`src/rtl/cfgchk_pkg.sv`:
```
package cfgchk_pkg;

  typedef enum logic [2:0] {
    PH_LEAD  = 3'd0,
    PH_START = 3'd1,
    PH_FIELD = 3'd2,
    PH_STOP  = 3'd3,
    PH_TAIL  = 3'd4,
    PH_OK    = 3'd5,
    PH_FAIL  = 3'd6
  } phase_e;

  function automatic int max_of4(input int a, input int b, input int c, input int d);
    int m;
    m = a;
    if (b > m) m = b;
    if (c > m) m = c;
    if (d > m) m = d;
    return m;
  endfunction

endpackage

```
`src/rtl/cfgchk_ctrl.sv`:
```
module cfgchk_ctrl
  import cfgchk_pkg::*;
#(
  parameter int PRE_LEN  = 40,
  parameter int DATA_W   = 71,
  parameter int STOP_W   = 3,
  parameter int FRAMES   = 197,
  parameter int POST_MIN = 4,
  parameter int CNT_W    = 7,
  parameter int FR_W     = 8
) (
  input  logic             clk,
  input  logic             rst_n,
  input  logic             bit_valid_i,
  input  logic             bit_i,
  input  logic [CNT_W-1:0] bit_cnt_i,
  input  logic [FR_W-1:0]  frm_cnt_i,
  output logic             cnt_clr_o,
  output logic             cnt_inc_o,
  output logic             shift_en_o,
  output logic             frame_end_o,
  output logic             err_set_o,
  output logic             done_set_o
);

  localparam logic [CNT_W-1:0] LEAD_LAST  = CNT_W'(PRE_LEN - 1);
  localparam logic [CNT_W-1:0] FIELD_LAST = CNT_W'(DATA_W - 1);
  localparam logic [CNT_W-1:0] STOP_LAST  = CNT_W'(STOP_W - 1);
  localparam logic [CNT_W-1:0] TAIL_LAST  = CNT_W'(POST_MIN - 1);
  localparam logic [FR_W-1:0]  FRM_LAST   = FR_W'(FRAMES - 1);

  phase_e ph_q;
  phase_e ph_d;

  always_comb begin
    ph_d        = ph_q;
    cnt_clr_o   = 1'b0;
    cnt_inc_o   = 1'b0;
    shift_en_o  = 1'b0;
    frame_end_o = 1'b0;
    err_set_o   = 1'b0;
    done_set_o  = 1'b0;
    if (bit_valid_i) begin
      unique case (ph_q)
        PH_LEAD: begin
          if (bit_cnt_i == LEAD_LAST) begin
            ph_d      = PH_START;
            cnt_clr_o = 1'b1;
          end else begin
            cnt_inc_o = 1'b1;
          end
        end
        PH_START: begin
          if (!bit_i) begin
            ph_d      = PH_FIELD;
            cnt_clr_o = 1'b1;
          end else begin
            ph_d      = PH_FAIL;
            err_set_o = 1'b1;
          end
        end
        PH_FIELD: begin
          shift_en_o = 1'b1;
          if (bit_cnt_i == FIELD_LAST) begin
            ph_d      = PH_STOP;
            cnt_clr_o = 1'b1;
          end else begin
            cnt_inc_o = 1'b1;
          end
        end
        PH_STOP: begin
          if (!bit_i) begin
            ph_d      = PH_FAIL;
            err_set_o = 1'b1;
          end else if (bit_cnt_i == STOP_LAST) begin
            cnt_clr_o   = 1'b1;
            frame_end_o = 1'b1;
            ph_d        = (frm_cnt_i == FRM_LAST) ? PH_TAIL : PH_START;
          end else begin
            cnt_inc_o = 1'b1;
          end
        end
        PH_TAIL: begin
          if (!bit_i) begin
            ph_d      = PH_FAIL;
            err_set_o = 1'b1;
          end else if (bit_cnt_i == TAIL_LAST) begin
            ph_d       = PH_OK;
            cnt_clr_o  = 1'b1;
            done_set_o = 1'b1;
          end else begin
            cnt_inc_o = 1'b1;
          end
        end
        default: ph_d = ph_q;
      endcase
    end
  end

  always_ff @(posedge clk or negedge rst_n) begin
    if (!rst_n)           ph_q <= PH_LEAD;
    else if (bit_valid_i) ph_q <= ph_d;
  end

  AST_HOLD_NO_STROBE: assert property (@(posedge clk) disable iff (!rst_n)
    !bit_valid_i |=> $stable(ph_q));
  AST_FAIL_ABSORBS: assert property (@(posedge clk) disable iff (!rst_n)
    (ph_q == PH_FAIL) |=> (ph_q == PH_FAIL));
  AST_ONE_EVENT: assert property (@(posedge clk) disable iff (!rst_n)
    $countones({frame_end_o, err_set_o, done_set_o}) <= 1);

endmodule

```
`config.mk`:
```
export PLATFORM = sky130hd
export DESIGN_NAME = cfgchk_ctrl
export DESIGN_NICKNAME = d
export VERILOG_FILES = /design/src/rtl/cfgchk_pkg.sv /design/src/rtl/cfgchk_ctrl.sv
export SDC_FILE = /design/constraint.sdc
export NUM_CORES = 1
export LEC_CHECK = 0
export BUFFER_PORTS_ARGS = -buffer_cell sky130_fd_sc_hd__buf_4
export CAP_MARGIN = 5
export CORE_AREA = 4 4 41 43
export CTS_CLUSTER_DIAMETER = 30
export DETAILED_ROUTE_END_ITERATION = 10
export DIE_AREA = 0 0 45 47
export PLACE_DENSITY = 0.73
export SYNTH_ARGS = -nofsm -noshare
export SYNTH_HDL_FRONTEND = slang
export SYNTH_SLANG_ARGS = --single-unit
```
`constraint.sdc`:
```
create_clock -name clk -period 1.4 [get_ports clk]
set_input_delay 0.14 -clock clk [delete_from_list [all_inputs] [get_ports clk]]
set_output_delay 0.14 -clock clk [all_outputs]
set_load 0.02 [all_outputs]
```
# Word-level counts from Yosys, hierarchy flattened
# Cells that the tools add are included.
dict set report word_totals {
  register_bits 3
  out_inout_bits 6
  word_cells 53
}
dict set report classes {
  n_eq_ne 13
  mux 35
  n_reduce_logical 4
}
# operator count
set op_table {}
lappend op_table {{$mux W3} 8}
lappend op_table {{$mux W1} 23}
lappend op_table {{$pmux W3 S5} 1}
lappend op_table {{$eq A7 B2 Y1 const B} 2}
lappend op_table {{$eq A8 B8 Y1 const B} 1}
lappend op_table {{$eq A7 B6 Y1 const B} 1}
lappend op_table {{$eq A7 B7 Y1 const B} 1}
lappend op_table {{$eq A3 B2 Y1 const B} 2}
lappend op_table {{$ne A3 B3 Y1 const B} 2}
lappend op_table {{$reduce_and A6 Y1} 1}
lappend op_table {{$pmux W1 S5} 1}
lappend op_table {{$reduce_bool A5 Y1} 1}
lappend op_table {{$ne A2 B2 Y1 const B} 2}
lappend op_table {{$pmux W1 S4} 1}
lappend op_table {{$eq A3 B1 Y1 const B} 1}
lappend op_table {{$eq A3 B3 Y1 const B} 1}
lappend op_table {{$logic_not A3 Y1} 1}
lappend op_table {{$pmux W1 S2} 1}
lappend op_table {{$reduce_or A2 Y1} 1}

# Depth between registers and ports, before layout
dict set report logic_depth {
  ltp_word 5
  mapped_depth 6
}

# Worst setup path before layout
# No wires, ideal clock.
dict set report synth_path {
  kind {in2reg}
  start {input bit_cnt_i[3]}
  end {register ph_q[0]}
  setup_ps 79
  arrival_time_ps 1629
  required_time_ps 1321
  slack_ps -308
  path_stages 5
  n_path_buf 0
  cell_sequence {or4b_4 > or4b_4 > o2bb2ai_1 > and2_2 > mux2i_1}
}
dict set report synth_between {
  elab_chain_len 3
  elab_cells_between_ends 9
}
# item line
set synth_lines {}
lappend synth_lines {{start, declared} cfgchk_ctrl.sv:16} ;# input logic [CNT_W-1:0] bit_cnt_i,
lappend synth_lines {{$eq A7 B2 Y1 (tied with other cells)} cfgchk_ctrl.sv:87} ;# end else if (bit_cnt_i == TAIL_LAST) begin
lappend synth_lines {{$ne A3 B3 Y1 (no source line) or $ne A2 B2 Y1 (tied branches)} n/a}
lappend synth_lines {{$reduce_and A6 Y1 (no source line) *} n/a}
lappend synth_lines {{end signal, assigned} cfgchk_ctrl.sv:102} ;# else if (bit_valid_i) ph_q <= ph_d;
lappend synth_lines {{end, declared} cfgchk_ctrl.sv:32} ;# phase_e ph_q;
# Every way passes the cells marked *; elsewhere a longest branch is shown, timed or not.
# A chain may end at the register's enable or synchronous reset.

# Final worst setup path
dict set report layout_path {
  start {register ph_q[0]}
  end {output cnt_clr_o}
}
dict set report layout_between {
  elab_chain_len 3
  elab_cells_between_ends 7
}
# item line
set layout_lines {}
lappend layout_lines {{$eq A3 B3 Y1 (tied with other cells)} cfgchk_ctrl.sv:44} ;# unique case (ph_q)
lappend layout_lines {{$pmux W1 S5 *} cfgchk_ctrl.sv:44}
lappend layout_lines {{$mux W1 *} cfgchk_ctrl.sv:43} ;# if (bit_valid_i) begin
lappend layout_lines {{end, declared} cfgchk_ctrl.sv:18} ;# output logic cnt_clr_o,
# Marked as above.

==> summary.md <==
| Metric | Value |
|---|---|
| Vias per Instance | `approximately 6.1` |
| Switching power share of the total | `between 40 and 50%` |
| Chip Height | `47 um` |
| Post-synthesis average cell area | `7.25 sq um` |
| Max clock buf depth | `2` |
| Syn nets | `88` |
| Max H-tree Level | `1` |
| R2r startpoint | `ph_q[0]` |
| Leakage power | `0.486 nW` |
| Total clock sinks | `3` |
| Pin count of the biggest net entering global routing | `12` |
| Type of the setup path with the least slack | `reg -> out` |
| Endpoints failing hold | `0` |
| Worst slew margin | `between 70 and 80%` |
| Synth Flop Type | `sky130_fd_sc_hd__dfrtp_1` |
| Net total in the final layout | `between 100 and 150` |
| Fraction of final layout cells sized beyond drive strength 1 | `just over 60%` |
| Setup slack of the worst register-to-register path | `-0.29 ns` |
| Post-detailed-placement half-perimeter wirelength | `1530 um` |
| R2R depth | `8` |
| Critical R2R Capture | `ph_q[0]` |
| Total routing usage reported by global routing | `a little under a quarter` |
| Failing checks | `setup timing` |
| Top library cells by usage in the layout, fill and taps aside | `sky130_fd_sc_hd__buf_4, sky130_fd_sc_hd__buf_6, sky130_fd_sc_hd__nor2_1, sky130_fd_sc_hd__nand2b_1, sky130_fd_sc_hd__nor2b_1` |
| Number of distinct library cells after synthesis | `35` |
| Cell area after layout | `between 1000 and 1500 sq um` |
| Time the worst path needs with I/O delays and setup | `2.08 ns` |
| Routability congestion estimate from global placement | `~0.89` |
| Setup repair after global routing missed its margin | `yes` |
| Yosys warnings | `0` |
| Combinational group share of total power | `slightly below 80%` |
| Number of top-level pins | `25` |
| Largest registers | `ph_q: 3 flops` |
| Count of buffers inserted at the top-level ports | `24` |
| Average wire length per cell after detail routing | `around 20 um` |
| Most flops, register | `ph_q` |
| Number of failing setup endpoints in the final timing report | `9` |
| Switch Pwr | `approximately 720 uW` |
| Number of DRC markers in iteration 0 | `35` |
| Final setup slack of the worst path | `-0.680 ns` |
| Number of search-and-repair iterations in the first detailed-routing pass | `4` |
| Worst-case clock skew | `about 0.0029 ns` |
| Wire length after detailed routing | `around 2600 um` |
| Antenna Violating Nets Remaining | `0` |
| Routing layer with the top usage in global route | `met2` |
| Number of synthesized register bits | `3` |
| Area delta synth->final | `116%` |
| Cell at the root of the clock tree | `sky130_fd_sc_hd__clkbuf_4` |
| CP endpoint kind | `output port` |
| Clock tree from TritonCTS | `done` |
| Flip-flop count of the largest register, all copies and words added | `3` |
| Worst path required time | `1.26 ns` |
| Gr ovfl total | `0` |
| Number of antenna diodes | `0` |
| Clock transition at the registers of the reported paths | `roughly 0.04 ns` |
| Actual transition at the worst max-transition pin | `0.406 ns` |
| Share of synthesized area occupied by flip-flops and latches | `around 15%` |
| Cell-internal power | `around 920 uW` |
| Worst supply voltage drop on vdd | `between 1 and 1.5 mV` |
| Placed cell area | `about 830 sq um` |
| Period utilization | `149%` |
| Core area | `1300 sq um` |
| Count of mapped cells out of synthesis | `about 70` |
| Antenna violations before repair | `0` |
| Commonest non-fill, non-tap cell in the layout | `sky130_fd_sc_hd__buf_4` |
| Max Fanout on Critical Path | `2` |
| Worst setup SP type | `flip-flop` |
| Later-pin clock latency in the skew report | `about 0.24 ns` |
| Total Die Area | `about 2100 sq um` |
| Power share of the clock group | `under 10%` |
| Met2 track demand over resource | `about two fifths` |
| Post-synthesis instance area | `500 sq um` |
| Sequential share of power | `~11%` |
| Async set-reset flop share out of synthesis | `100%` |
| Pwr/cell area | `roughly 1500 nW/um^2` |
| Status | `complete, but fails checks` |
| Highest attainable clock frequency | `481 MHz` |
| Floorplan row count | `13` |
| Starting density of the core | `a little under 40%` |
| Placement-stage worst setup slack | `-0.505 ns` |
| GR Layer Usage met3 | `roughly 4.2%` |
| First-pass GRT wire length | `3410 um` |
| Global routing usage on met1 | `24.7%` |
| DRC violations left | `0` |
| Post-synth EDFFs | `0` |
| Number of global-route vias before repair | `770` |
| Crit path arrival time | `just under 2 ns` |
| CTS Buf Count | `3` |
| Post-layout utilization of the core | `a little over 80%` |
| Path type of the worst min-delay path | `in -> async` |
| Count of vias placed by the detailed router | `~800` |
| DIE WIDTH | `approximately 45 um` |
| Number of pins exceeding their max-slew limit in the final report | `0` |
| # Max-Cap Violations | `0` |
Yosys cell counts (2+ instances only):
| cell | instances | area (sq um) |
|---|---|---|
| sky130_fd_sc_hd__nor2_1 | 6 | 22.5 |
| sky130_fd_sc_hd__a21oi_1 | 5 | 25.0 |
| sky130_fd_sc_hd__nand2b_1 | 5 | 31.3 |
| sky130_fd_sc_hd__nor2b_1 | 5 | 31.3 |
| sky130_fd_sc_hd__o21ai_0 | 5 | 25.0 |
| sky130_fd_sc_hd__buf_2 | 3 | 15.0 |
| sky130_fd_sc_hd__dfrtp_1 | 3 | 75.1 |
| sky130_fd_sc_hd__nand2_1 | 3 | 11.3 |
| sky130_fd_sc_hd__and3_1 | 2 | 12.5 |
| sky130_fd_sc_hd__inv_1 | 2 | 7.51 |
| sky130_fd_sc_hd__mux2i_1 | 2 | 20.0 |
| sky130_fd_sc_hd__o22ai_1 | 2 | 12.5 |
| sky130_fd_sc_hd__o31a_1 | 2 | 17.5 |
| sky130_fd_sc_hd__o41ai_1 | 2 | 17.5 |
| sky130_fd_sc_hd__or4b_4 | 2 | 27.5 |
power by group through the flow:
stage	sequential (mW)	combinational (mW)	clock (mW)
after floorplan	0.153	0.459	0
after global placement	0.156	0.876	0
after detailed placement	0.160	0.897	0
after CTS	0.170	1.03	0.161
after global routing	0.181	1.38	0.167
final	0.180	1.31	0.155
layout make-up:
cell class | instances | area, sq um
Clock buffer | 4 | 26.3
Fill cell | 79 | 219
Inverter | 2 | 7.51
Multi-Input combinational cell | 59 | 536
Sequential cell | 3 | 75.1
Tap cell | 15 | 18.8
Timing Repair Buffer | 49 | 419
worst max path at each step:
stage | start | cells after the start | end
global route | ph_q[0] | 6 | cnt_clr_o
detailed placement | bit_cnt_i[3] | 6 | ph_q[0]
global placement | bit_cnt_i[3] | 6 | cnt_inc_o
floorplan | bit_cnt_i[3] | 5 | ph_q[0]
CTS | ph_q[1] | 6 | cnt_clr_o
finish | ph_q[0] | 7 | cnt_clr_o
worst max-delay path: stages (launching register included):
cell                      delay [ns]
sky130_fd_sc_hd__dfrtp_1        0.41
sky130_fd_sc_hd__buf_4          0.16
sky130_fd_sc_hd__and4b_1        0.21
sky130_fd_sc_hd__mux2i_1        0.21
sky130_fd_sc_hd__o31a_1         0.24
sky130_fd_sc_hd__nor2_1         0.07
sky130_fd_sc_hd__a32o_2         0.27
sky130_fd_sc_hd__buf_6          0.13
logic make-up (layout without fill, tap and decap cells):
kind of cell           Yosys count  in the layout  share of synthesized area (%)
AO/OA/AOI/OAI                   24             24                           32.3
flip-flops                       3              3                           15.0
AND/OR/NAND/NOR                 33             33                           42.8
multiplexers                     2              2                           4.00
buffers and inverters            7             55                           6.00
layer usage:
layer / routed length, um / share of wire, %
met1: 980 / 37
met3: 168 / 6.4
met5: 0 / 0
met4: 98 / 3.7
met2: 1380 / 53
through the flow:
stage	hold slack (ns)	instances	total power, mW	TNS, ns
6_report	0.238	132	1.64	-3.06
5_1_grt	0.264	132	1.73	-3.36
4_1_cts	0.218	131	1.36	-2.78
3_5_place_dp	-0.0683	123	1.06	-2.48
3_3_place_gp	-0.0702	123	1.03	-2.20
2_1_floorplan	-0.156	69	0.612	-1.31
repair_timing:
item	4_1_cts	5_1_grt
setup buffers	3	1
endpoints found under the hold margin	3	0
resized for setup	19	21
pin swaps	14	8
hold buffers	1	0
endpoints found under the setup margin	9	9
No activity file was read; power rests on OpenSTA's default activity.
